**src/rtl/pfe_pkg.sv**
```systemverilog
package pfe_pkg;

    typedef enum logic [1:0] {
        RS_IDLE,
        RS_BUF,
        RS_CACHE
    } run_state_e;

    typedef enum logic [1:0] {
        FS_IDLE,
        FS_REQ,
        FS_WAIT
    } fill_state_e;

endpackage

```
**src/rtl/pfe_word_store.sv**
```systemverilog
module pfe_word_store #(
    parameter int W     = 32,
    parameter int DEPTH = 64
) (
    input  logic                     clk,
    input  logic                     wr_en,
    input  logic [$clog2(DEPTH)-1:0] wr_addr,
    input  logic [W-1:0]             wr_data,
    input  logic [$clog2(DEPTH)-1:0] rd_addr,
    output logic [W-1:0]             rd_data
);
    logic [W-1:0] words_q [DEPTH];

    always_ff @(posedge clk) begin
        if (wr_en) begin
            words_q[wr_addr] <= wr_data;
        end
    end

    assign rd_data = words_q[rd_addr];
endmodule

```
**src/rtl/pfe_inst_fifo.sv**
```systemverilog
module pfe_inst_fifo #(
    parameter int W     = 32,
    parameter int DEPTH = 16
) (
    input  logic         clk,
    input  logic         rst_n,
    input  logic         wr_en,
    input  logic [W-1:0] wr_data,
    input  logic         rd_en,
    output logic [W-1:0] rd_data,
    output logic         empty
);
    localparam int PW = $clog2(DEPTH);
    localparam int CW = $clog2(DEPTH + 1);

    logic [W-1:0]  slot_q [DEPTH];
    logic [PW-1:0] wp_q, rp_q;
    logic [CW-1:0] cnt_q;
    logic          full, push, pop;

    assign full  = (cnt_q == CW'(DEPTH));
    assign empty = (cnt_q == '0);
    assign push  = wr_en && !full;
    assign pop   = rd_en && !empty;

    always_ff @(posedge clk) begin
        if (push) begin
            slot_q[wp_q] <= wr_data;
        end
    end

    always_ff @(posedge clk) begin
        if (!rst_n) begin
            wp_q  <= '0;
            rp_q  <= '0;
            cnt_q <= '0;
        end else begin
            if (push) wp_q <= wp_q + 1'b1;
            if (pop)  rp_q <= rp_q + 1'b1;
            if (push && !pop)      cnt_q <= cnt_q + 1'b1;
            else if (pop && !push) cnt_q <= cnt_q - 1'b1;
        end
    end

    assign rd_data = slot_q[rp_q];

    // a write into a full buffer leaves its occupancy unchanged
    assert_full_drop_R8: assert property (@(posedge clk) disable iff (!rst_n)
        (full && wr_en && !rd_en) |=> (cnt_q == $past(cnt_q)));
endmodule

```
**src/rtl/pfe_tag_table.sv**
```systemverilog
module pfe_tag_table #(
    parameter int AW        = 16,
    parameter int TAG_COUNT = 16,
    parameter int SW        = 6
) (
    input  logic                         clk,
    input  logic                         rst_n,
    input  logic [AW-1:0]                lookup_addr,
    output logic                         hit,
    output logic [SW-1:0]                hit_slot,
    input  logic                         alloc_en,
    output logic [$clog2(TAG_COUNT)-1:0] alloc_idx,
    input  logic                         commit_en,
    input  logic [$clog2(TAG_COUNT)-1:0] commit_idx,
    input  logic [AW-1:0]                commit_addr,
    input  logic [SW-1:0]                commit_start,
    input  logic [SW-1:0]                commit_end,
    input  logic                         wr_en,
    input  logic [SW-1:0]                wr_slot,
    input  logic [$clog2(TAG_COUNT)-1:0] wr_keep
);
    localparam int TW = $clog2(TAG_COUNT);

    logic [TAG_COUNT-1:0] valid_q;
    logic [AW-1:0]        addr_q  [TAG_COUNT];
    logic [SW-1:0]        start_q [TAG_COUNT];
    logic [SW-1:0]        end_q   [TAG_COUNT];
    logic [TW-1:0]        ptr_q;
    logic [TAG_COUNT-1:0] match, clobber;

    function automatic logic span_has(input logic [SW-1:0] s, input logic [SW-1:0] e,
                                      input logic [SW-1:0] x);
        if (s <= e) return (x >= s) && (x <= e);
        return (x >= s) || (x <= e);
    endfunction

    for (genvar g = 0; g < TAG_COUNT; g++) begin : g_entry
        assign match[g]   = valid_q[g] && (addr_q[g] == lookup_addr);
        assign clobber[g] = wr_en && (TW'(g) != wr_keep) && valid_q[g]
                            && span_has(start_q[g], end_q[g], wr_slot);
    end

    always_comb begin
        hit      = |match;
        hit_slot = '0;
        for (int i = 0; i < TAG_COUNT; i++) begin
            if (match[i]) hit_slot = hit_slot | start_q[i];
        end
    end

    assign alloc_idx = ptr_q;

    always_ff @(posedge clk) begin
        if (!rst_n) begin
            valid_q <= '0;
            ptr_q   <= '0;
        end else begin
            for (int i = 0; i < TAG_COUNT; i++) begin
                if (clobber[i]) valid_q[i] <= 1'b0;
            end
            if (alloc_en) begin
                valid_q[ptr_q] <= 1'b0;
                ptr_q          <= ptr_q + 1'b1;
            end
            if (commit_en) valid_q[commit_idx] <= 1'b1;
        end
    end

    always_ff @(posedge clk) begin
        if (commit_en) begin
            addr_q[commit_idx]  <= commit_addr;
            start_q[commit_idx] <= commit_start;
            end_q[commit_idx]   <= commit_end;
        end
    end

    // misses alone allocate, so an address never sits in two live tags
    assert_unique_hit_R3: assert property (@(posedge clk) disable iff (!rst_n)
        $onehot0(match));
endmodule

```
**src/rtl/pkt_front_end.sv**
```systemverilog
module pkt_front_end
    import pfe_pkg::*;
#(
    parameter int IW          = 32,
    parameter int AW          = 16,
    parameter int CACHE_WORDS = 64,
    parameter int TAG_COUNT   = 16,
    parameter int BUF_WORDS   = 16
) (
    input  logic          clk,
    input  logic          rst_n,
    input  logic          fetch_valid,
    input  logic [AW-1:0] fetch_addr,
    input  logic          fetch_persist,
    input  logic          next_cmd,
    output logic          fetch_stall,
    output logic          mem_req_valid,
    output logic [AW-1:0] mem_req_addr,
    input  logic          mem_rsp_valid,
    input  logic [IW-1:0] mem_rsp_data,
    input  logic          buf_wr_valid,
    input  logic [IW-1:0] buf_wr_data,
    input  logic          stall_in,
    output logic          instr_valid,
    output logic [IW-1:0] instr_data,
    output logic          instr_src
);
    localparam int SW = $clog2(CACHE_WORDS);
    localparam int TW = $clog2(TAG_COUNT);

    run_state_e  rs_q, rs_d;
    fill_state_e fs_q, fs_d;

    logic          pend_valid_q, pend_ready_q, pend_persist_q;
    logic [AW-1:0] pend_addr_q;
    logic [SW-1:0] pend_slot_q;
    logic          persist_q;
    logic [SW-1:0] run_start_q, rd_ptr_q, fill_ptr_q, fill_start_q;
    logic [TW-1:0] fill_tag_q;

    logic          hit;
    logic [SW-1:0] hit_slot;
    logic [TW-1:0] alloc_idx;
    logic          buf_empty;
    logic [IW-1:0] buf_head, store_word;

    logic accept, miss_alloc, fill_wr, fill_last, fire, word_eop;
    logic pick_buf, pick_pend, pick_rep;

    assign accept     = fetch_valid && !pend_valid_q;
    assign miss_alloc = accept && !hit;
    assign fill_wr    = (fs_q == FS_WAIT) && mem_rsp_valid;
    assign fill_last  = fill_wr && mem_rsp_data[IW-1];
    assign fire       = instr_valid && !stall_in;
    assign word_eop   = instr_data[IW-1];

    assign pick_buf  = (rs_q == RS_IDLE) && !buf_empty;
    assign pick_pend = (rs_q == RS_IDLE) && buf_empty && pend_ready_q;
    assign pick_rep  = (rs_q == RS_IDLE) && buf_empty && !pend_ready_q
                       && persist_q && !next_cmd && !accept;

    pfe_tag_table #(.AW(AW), .TAG_COUNT(TAG_COUNT), .SW(SW)) u_tags (
        .clk          (clk),
        .rst_n        (rst_n),
        .lookup_addr  (fetch_addr),
        .hit          (hit),
        .hit_slot     (hit_slot),
        .alloc_en     (miss_alloc),
        .alloc_idx    (alloc_idx),
        .commit_en    (fill_last),
        .commit_idx   (fill_tag_q),
        .commit_addr  (pend_addr_q),
        .commit_start (fill_start_q),
        .commit_end   (fill_ptr_q),
        .wr_en        (fill_wr),
        .wr_slot      (fill_ptr_q),
        .wr_keep      (fill_tag_q)
    );

    pfe_word_store #(.W(IW), .DEPTH(CACHE_WORDS)) u_store (
        .clk     (clk),
        .wr_en   (fill_wr),
        .wr_addr (fill_ptr_q),
        .wr_data (mem_rsp_data),
        .rd_addr (rd_ptr_q),
        .rd_data (store_word)
    );

    pfe_inst_fifo #(.W(IW), .DEPTH(BUF_WORDS)) u_ibuf (
        .clk     (clk),
        .rst_n   (rst_n),
        .wr_en   (buf_wr_valid),
        .wr_data (buf_wr_data),
        .rd_en   ((rs_q == RS_BUF) && fire),
        .rd_data (buf_head),
        .empty   (buf_empty)
    );

    // next-state logic for both machines
    always_comb begin
        rs_d = rs_q;
        unique case (rs_q)
            RS_IDLE:  if (pick_buf) rs_d = RS_BUF;
                      else if (pick_pend || pick_rep) rs_d = RS_CACHE;
            RS_BUF:   if (fire && word_eop) rs_d = RS_IDLE;
            RS_CACHE: if (fire && word_eop) rs_d = RS_IDLE;
            default:  rs_d = RS_IDLE;
        endcase
        fs_d = fs_q;
        unique case (fs_q)
            FS_IDLE: if (miss_alloc) fs_d = FS_REQ;
            FS_REQ:  fs_d = FS_WAIT;
            FS_WAIT: if (fill_last) fs_d = FS_IDLE;
            default: fs_d = FS_IDLE;
        endcase
    end

    // state register
    always_ff @(posedge clk) begin
        if (!rst_n) begin
            rs_q <= RS_IDLE;
            fs_q <= FS_IDLE;
        end else begin
            rs_q <= rs_d;
            fs_q <= fs_d;
        end
    end

    // pending slot, pointers and persistence
    always_ff @(posedge clk) begin
        if (!rst_n) begin
            pend_valid_q   <= 1'b0;
            pend_ready_q   <= 1'b0;
            pend_persist_q <= 1'b0;
            pend_addr_q    <= '0;
            pend_slot_q    <= '0;
            persist_q      <= 1'b0;
            run_start_q    <= '0;
            rd_ptr_q       <= '0;
            fill_ptr_q     <= '0;
            fill_start_q   <= '0;
            fill_tag_q     <= '0;
        end else begin
            if (next_cmd || accept) persist_q <= 1'b0;
            if (accept) begin
                pend_valid_q   <= 1'b1;
                pend_addr_q    <= fetch_addr;
                pend_persist_q <= fetch_persist;
                pend_ready_q   <= hit;
                pend_slot_q    <= hit_slot;
                if (!hit) begin
                    fill_start_q <= fill_ptr_q;
                    fill_tag_q   <= alloc_idx;
                end
            end
            if (fill_wr) begin
                fill_ptr_q <= fill_ptr_q + 1'b1;
                if (fill_last) begin
                    pend_ready_q <= 1'b1;
                    pend_slot_q  <= fill_start_q;
                end
            end
            if (pick_pend) begin
                pend_valid_q <= 1'b0;
                pend_ready_q <= 1'b0;
                rd_ptr_q     <= pend_slot_q;
                run_start_q  <= pend_slot_q;
                persist_q    <= pend_persist_q;
            end else if (pick_rep) begin
                rd_ptr_q <= run_start_q;
            end else if ((rs_q == RS_CACHE) && fire) begin
                rd_ptr_q <= rd_ptr_q + 1'b1;
            end
        end
    end

    // outputs
    always_comb begin
        mem_req_valid = (fs_q == FS_REQ);
        mem_req_addr  = pend_addr_q;
        fetch_stall   = pend_valid_q;
        instr_src     = (rs_q == RS_BUF);
        instr_valid   = (rs_q == RS_CACHE) || ((rs_q == RS_BUF) && !buf_empty);
        instr_data    = (rs_q == RS_BUF) ? buf_head : store_word;
    end

    // each miss produces a single-cycle request
    assert_one_request_R3: assert property (@(posedge clk) disable iff (!rst_n)
        mem_req_valid |=> !mem_req_valid);

    // memory is only asked for a packet that sits in the pending slot
    assert_req_pending_R7: assert property (@(posedge clk) disable iff (!rst_n)
        mem_req_valid |-> fetch_stall);

    // a stalled instruction is held
    assert_hold_stalled_R2: assert property (@(posedge clk) disable iff (!rst_n)
        (instr_valid && stall_in) |=> (instr_valid && $stable(instr_data)));

    // no source switch inside a packet
    assert_no_interleave_R10: assert property (@(posedge clk) disable iff (!rst_n)
        (instr_valid && !stall_in && !instr_data[IW-1]) |=> (instr_src == $past(instr_src)));
endmodule

```
**config.mk**
```make
export PLATFORM = sky130hd
export DESIGN_NAME = pkt_front_end
export DESIGN_NICKNAME = d
export VERILOG_FILES = /design/src/rtl/pfe_pkg.sv /design/src/rtl/pfe_word_store.sv /design/src/rtl/pfe_inst_fifo.sv /design/src/rtl/pfe_tag_table.sv /design/src/rtl/pkt_front_end.sv
export SDC_FILE = /design/constraint.sdc
export NUM_CORES = 2
export LEC_CHECK = 0
export BUFFER_PORTS_ARGS = -buffer_cell sky130_fd_sc_hd__buf_2
export CORE_ASPECT_RATIO = 0.5
export CORE_MARGIN = 2
export CORE_UTILIZATION = 45
export CTS_CLUSTER_DIAMETER = 200
export DETAILED_ROUTE_END_ITERATION = 7
export PLACE_DENSITY = 0.59
export SLEW_MARGIN = 10
export SYNTH_ARGS = -nofsm -noshare
export SYNTH_HDL_FRONTEND = slang
export SYNTH_SLANG_ARGS = --single-unit
```
**constraint.sdc**
```tcl
create_clock -name clk -period 3.6 [get_ports clk]
set_input_delay 0.18 -clock clk [delete_from_list [all_inputs] [get_ports clk]]
set_output_delay 0.18 -clock clk [all_outputs]
set_load 0.05 [all_outputs]
```
==> reports/qor.yml <==
status:
  status: "complete, but fails checks"
  violations: "negative setup slack"
placement:
  dpl.hpwl_mm: 203
  post-place-ws_ns: 0.0341
  dp_cells: 10100
  portBuffers: 139
  gp_congestion: 0.841
yosys:
  ys.flop_type: "edfxtp_1"
  ys_seq_area_share_pct: 73.4
  avgSynthCellArea_sq_um: 20.5
  ys_seq_elements: 3109
  async_flop_share_pct: 0
  synthDistinctLibCells: 65
  synth_area_sq_mm: 0.126
  synthesis.nets: 6515
  yosys_warnings: 0
  synth_edf_count: 3008
  synth_cells: 6120
grt:
  grt_pass1_wl_mm: 483
  grt_max_degree: 65
  antenna_found_initial: 33
  first_global_vias: 64700
  track_usage_pct: 24.0
  overflow: 0
finish:
  syn2layout_area_growth_pct: 16.3
  utilization_pct: 52.5
  drive_gt1_share_pct: 27.9
  fin_nets: 7165
  layout_common_cells: "edfxtp_1, mux4_2, clkbuf_16"
  layout.cells.non_filler: 10700
  layout_commonest_cell: "edfxtp_1"
floorplanning:
  io-pin-count: 140
  dieHeight_um: 378
  initial_core_util_pct: 45.2
  die_x_um: 752
  dieArea_sq_mm: 0.284
  coreArea_sq_mm: 0.278
  rows: 137
timing:
  rsz0062_at_grt: "true"
  setup_viol: 32
  fmaxAchievable_mhz: 231
  timing.final.crit_share_pct: 120
  worst_slack_ns: -0.721
  finalHoldViolCount: 0
  min_period_ns: 4.32
  final.setup_skew_ns: 0.0699
  slew_headroom_pct: 16.1
  worstMarginPinSlew_ns: 1.26
  finalHoldWorstSlack_ns: 0.0608
  slew_viol_final: 0
cts:
  cts-root-buf: "clkbuf_16"
  htreeDepth: 5
  cts-buffers-inserted: 287
  cts_tree: "done"
  clock_sinks: 3109
  clock_path_buffers: 4
  clk_pin_slew_worst_paths_ns: 0.07
  insertion_delay_ns: 0.87
power:
  p_leak_nw: 46.6
  powerDensity_mw_per_mm2: 544
  vdd_drop_max_mv: 0.516
setup_path:
  crit_fanout: 9
  cp_data_required_time_ns: 3.42
  end_kind: "primary output"
  crit_arrival_ns: 4.14
  crit_path_start_kind: "flop"
  worstSetupPathType: "flop to primary output"
drt:
  vias_per_cell: 6.06
  drc: 0
  num_vias: 65100
  wl_mm: 346
  ant_nets: 0
  drt_iter0_drc: 8488
  first_pass_iters: 5
  wire_per_inst_um: 32.2
run:
  drv_cap: 0
hold_path:
  hold_path_class: "input pin to flop"
## cells by family after synthesis
kind of cell	after synthesis	share of synthesized area [%]
AOI/OAI and AO/OA	448	2.33
xor gates and xnor gates	276	1.92
adders and majority gates	314	3.12
buffers and inverters	475	1.62
DFF	3109	73.4
muxes	872	15.2
and+or+nand+nor	626	2.41
## synthesized netlist by cell type, types with 3 or more instances
cell,n,area [sq um]
nand2_1,167,627
o31ai_1,3,22.5
a21oi_1,110,551
and3_1,7,43.8
a31oi_1,6,37.5
mux2i_1,13,130
xor2_1,62,543
buf_2,75,375
nor2_1,161,604
ha_1,306,3830
nand3b_1,5,37.5
mux2_2,35,394
edfxtp_1,3008,90300
xnor2_1,214,1870
a221oi_1,10,87.6
a22oi_1,28,210
a21o_1,52,390
a222oi_1,6,60.1
or3_1,5,31.3
nor3_1,21,105
nor2b_1,36,225
nand4_1,78,488
nand2b_1,27,169
a211oi_1,14,105
o21a_1,54,405
dfxtp_1,101,2020
o221ai_1,7,61.3
o22ai_1,26,163
o21ai_0,78,390
and4_1,3,26.3
buf_6,10,113
buf_1,34,128
nand3_1,58,290
maj3_1,7,70.1
a21boi_0,9,67.6
or2_2,3,18.8
nor4_1,31,194
buf_4,23,173
a22o_1,6,52.6
o211ai_1,13,97.6
a311oi_1,9,78.8
inv_1,195,732
mux4_2,824,18600
and2_1,15,93.8
clkbuf_1,137,514
## registers in the layout, indices dropped and copies added, names as in the netlist, 2 cells and up, named ones only
register and count:
fill_ptr_q 6, fill_start_q 6, fill_tag_q 4, fs_q 2, mem_req_addr 16, pend_slot_q 6
rd_ptr_q 6, rs_q 2, run_start_q 6, u_ibuf.cnt_q 5, u_ibuf.rp_q 4, u_ibuf.slot_q 512
u_ibuf.wp_q 4, u_store.words_q 2048, u_tags.addr_q 256, u_tags.alloc_idx 4, u_tags.end_q 96, u_tags.start_q 96
u_tags.valid_q 16
## final timing paths
check,from,to,slack (ns),cells after the start
max,flop,instr_data[25],-0.72,8
min,fetch_addr[2],mem_req_addr[2],0.06,4
max reg2reg,u_ibuf.cnt_q[0],u_ibuf.cnt_q[4],0.24,13
min reg2reg,run_start_q[4],run_start_q[4],0.46,2
## routing by layer
metal / vias to the layer above / GRT usage, % / wire, um
met1: 34900 / 34.9 / 143000
li1: 26500 / - / -
met2: 3180 / 37.7 / 161000
met3: 499 / 4.88 / 32300
met4: 4 / 5.91 / 8990
met5: - / 0 / 32
## timing repair
| item | CTS | global route |
|---|---|---|
| setup buffers | 30 | 19 |
| endpoints found under the hold margin | 600 | 352 |
| cloned | 18 | 18 |
| setup endpoints to repair | 33 | 33 |
| pin swaps | 1 | 1 |
| resized for setup | 138 | 63 |
| hold buffers | 53 | 6 |
## power by group
group	switching, mW	internal, mW	total (mW)
Clock	13.1	16.6	29.7
Combinational	5.58	4.02	9.60
Sequential	0.305	39.9	40.2
Total	19.0	60.6	79.5
## worst max-delay path, cell delays in order, from the launching register on
cell	delay (ns)
dfxtp_4	0.39
buf_12	0.20
buf_16	0.21
buf_16	0.15
mux4_2	0.50
mux4_2	0.62
mux4_2	0.62
mux2_4	0.37
buf_6	0.17
## per-stage QoR
stage	setup TNS, ns	cell area, sq um	power (mW)
4_1_cts	-22.54	145000	79.8
6_report	-20.24	146000	79.5
3_5_place_dp	0	135000	49.5
5_1_grt	-22.60	146000	81.8
3_3_place_gp	0	135000	49.4
2_1_floorplan	-169.88	126000	45.8
## layout make-up
class / instances / area [sq um]
Multi-Input combinational cell: 2536 / 32200
Timing Repair Buffer: 640 / 7190
Fill cell: 21400 / 132000
Tap cell: 3753 / 4700
Clock buffer: 367 / 7810
Sequential cell: 3109 / 92400
Antenna cell: 6 / 15.0
Inverter: 196 / 736
Clock inverter: 141 / 1150
Power figures use the tool's default switching activity.
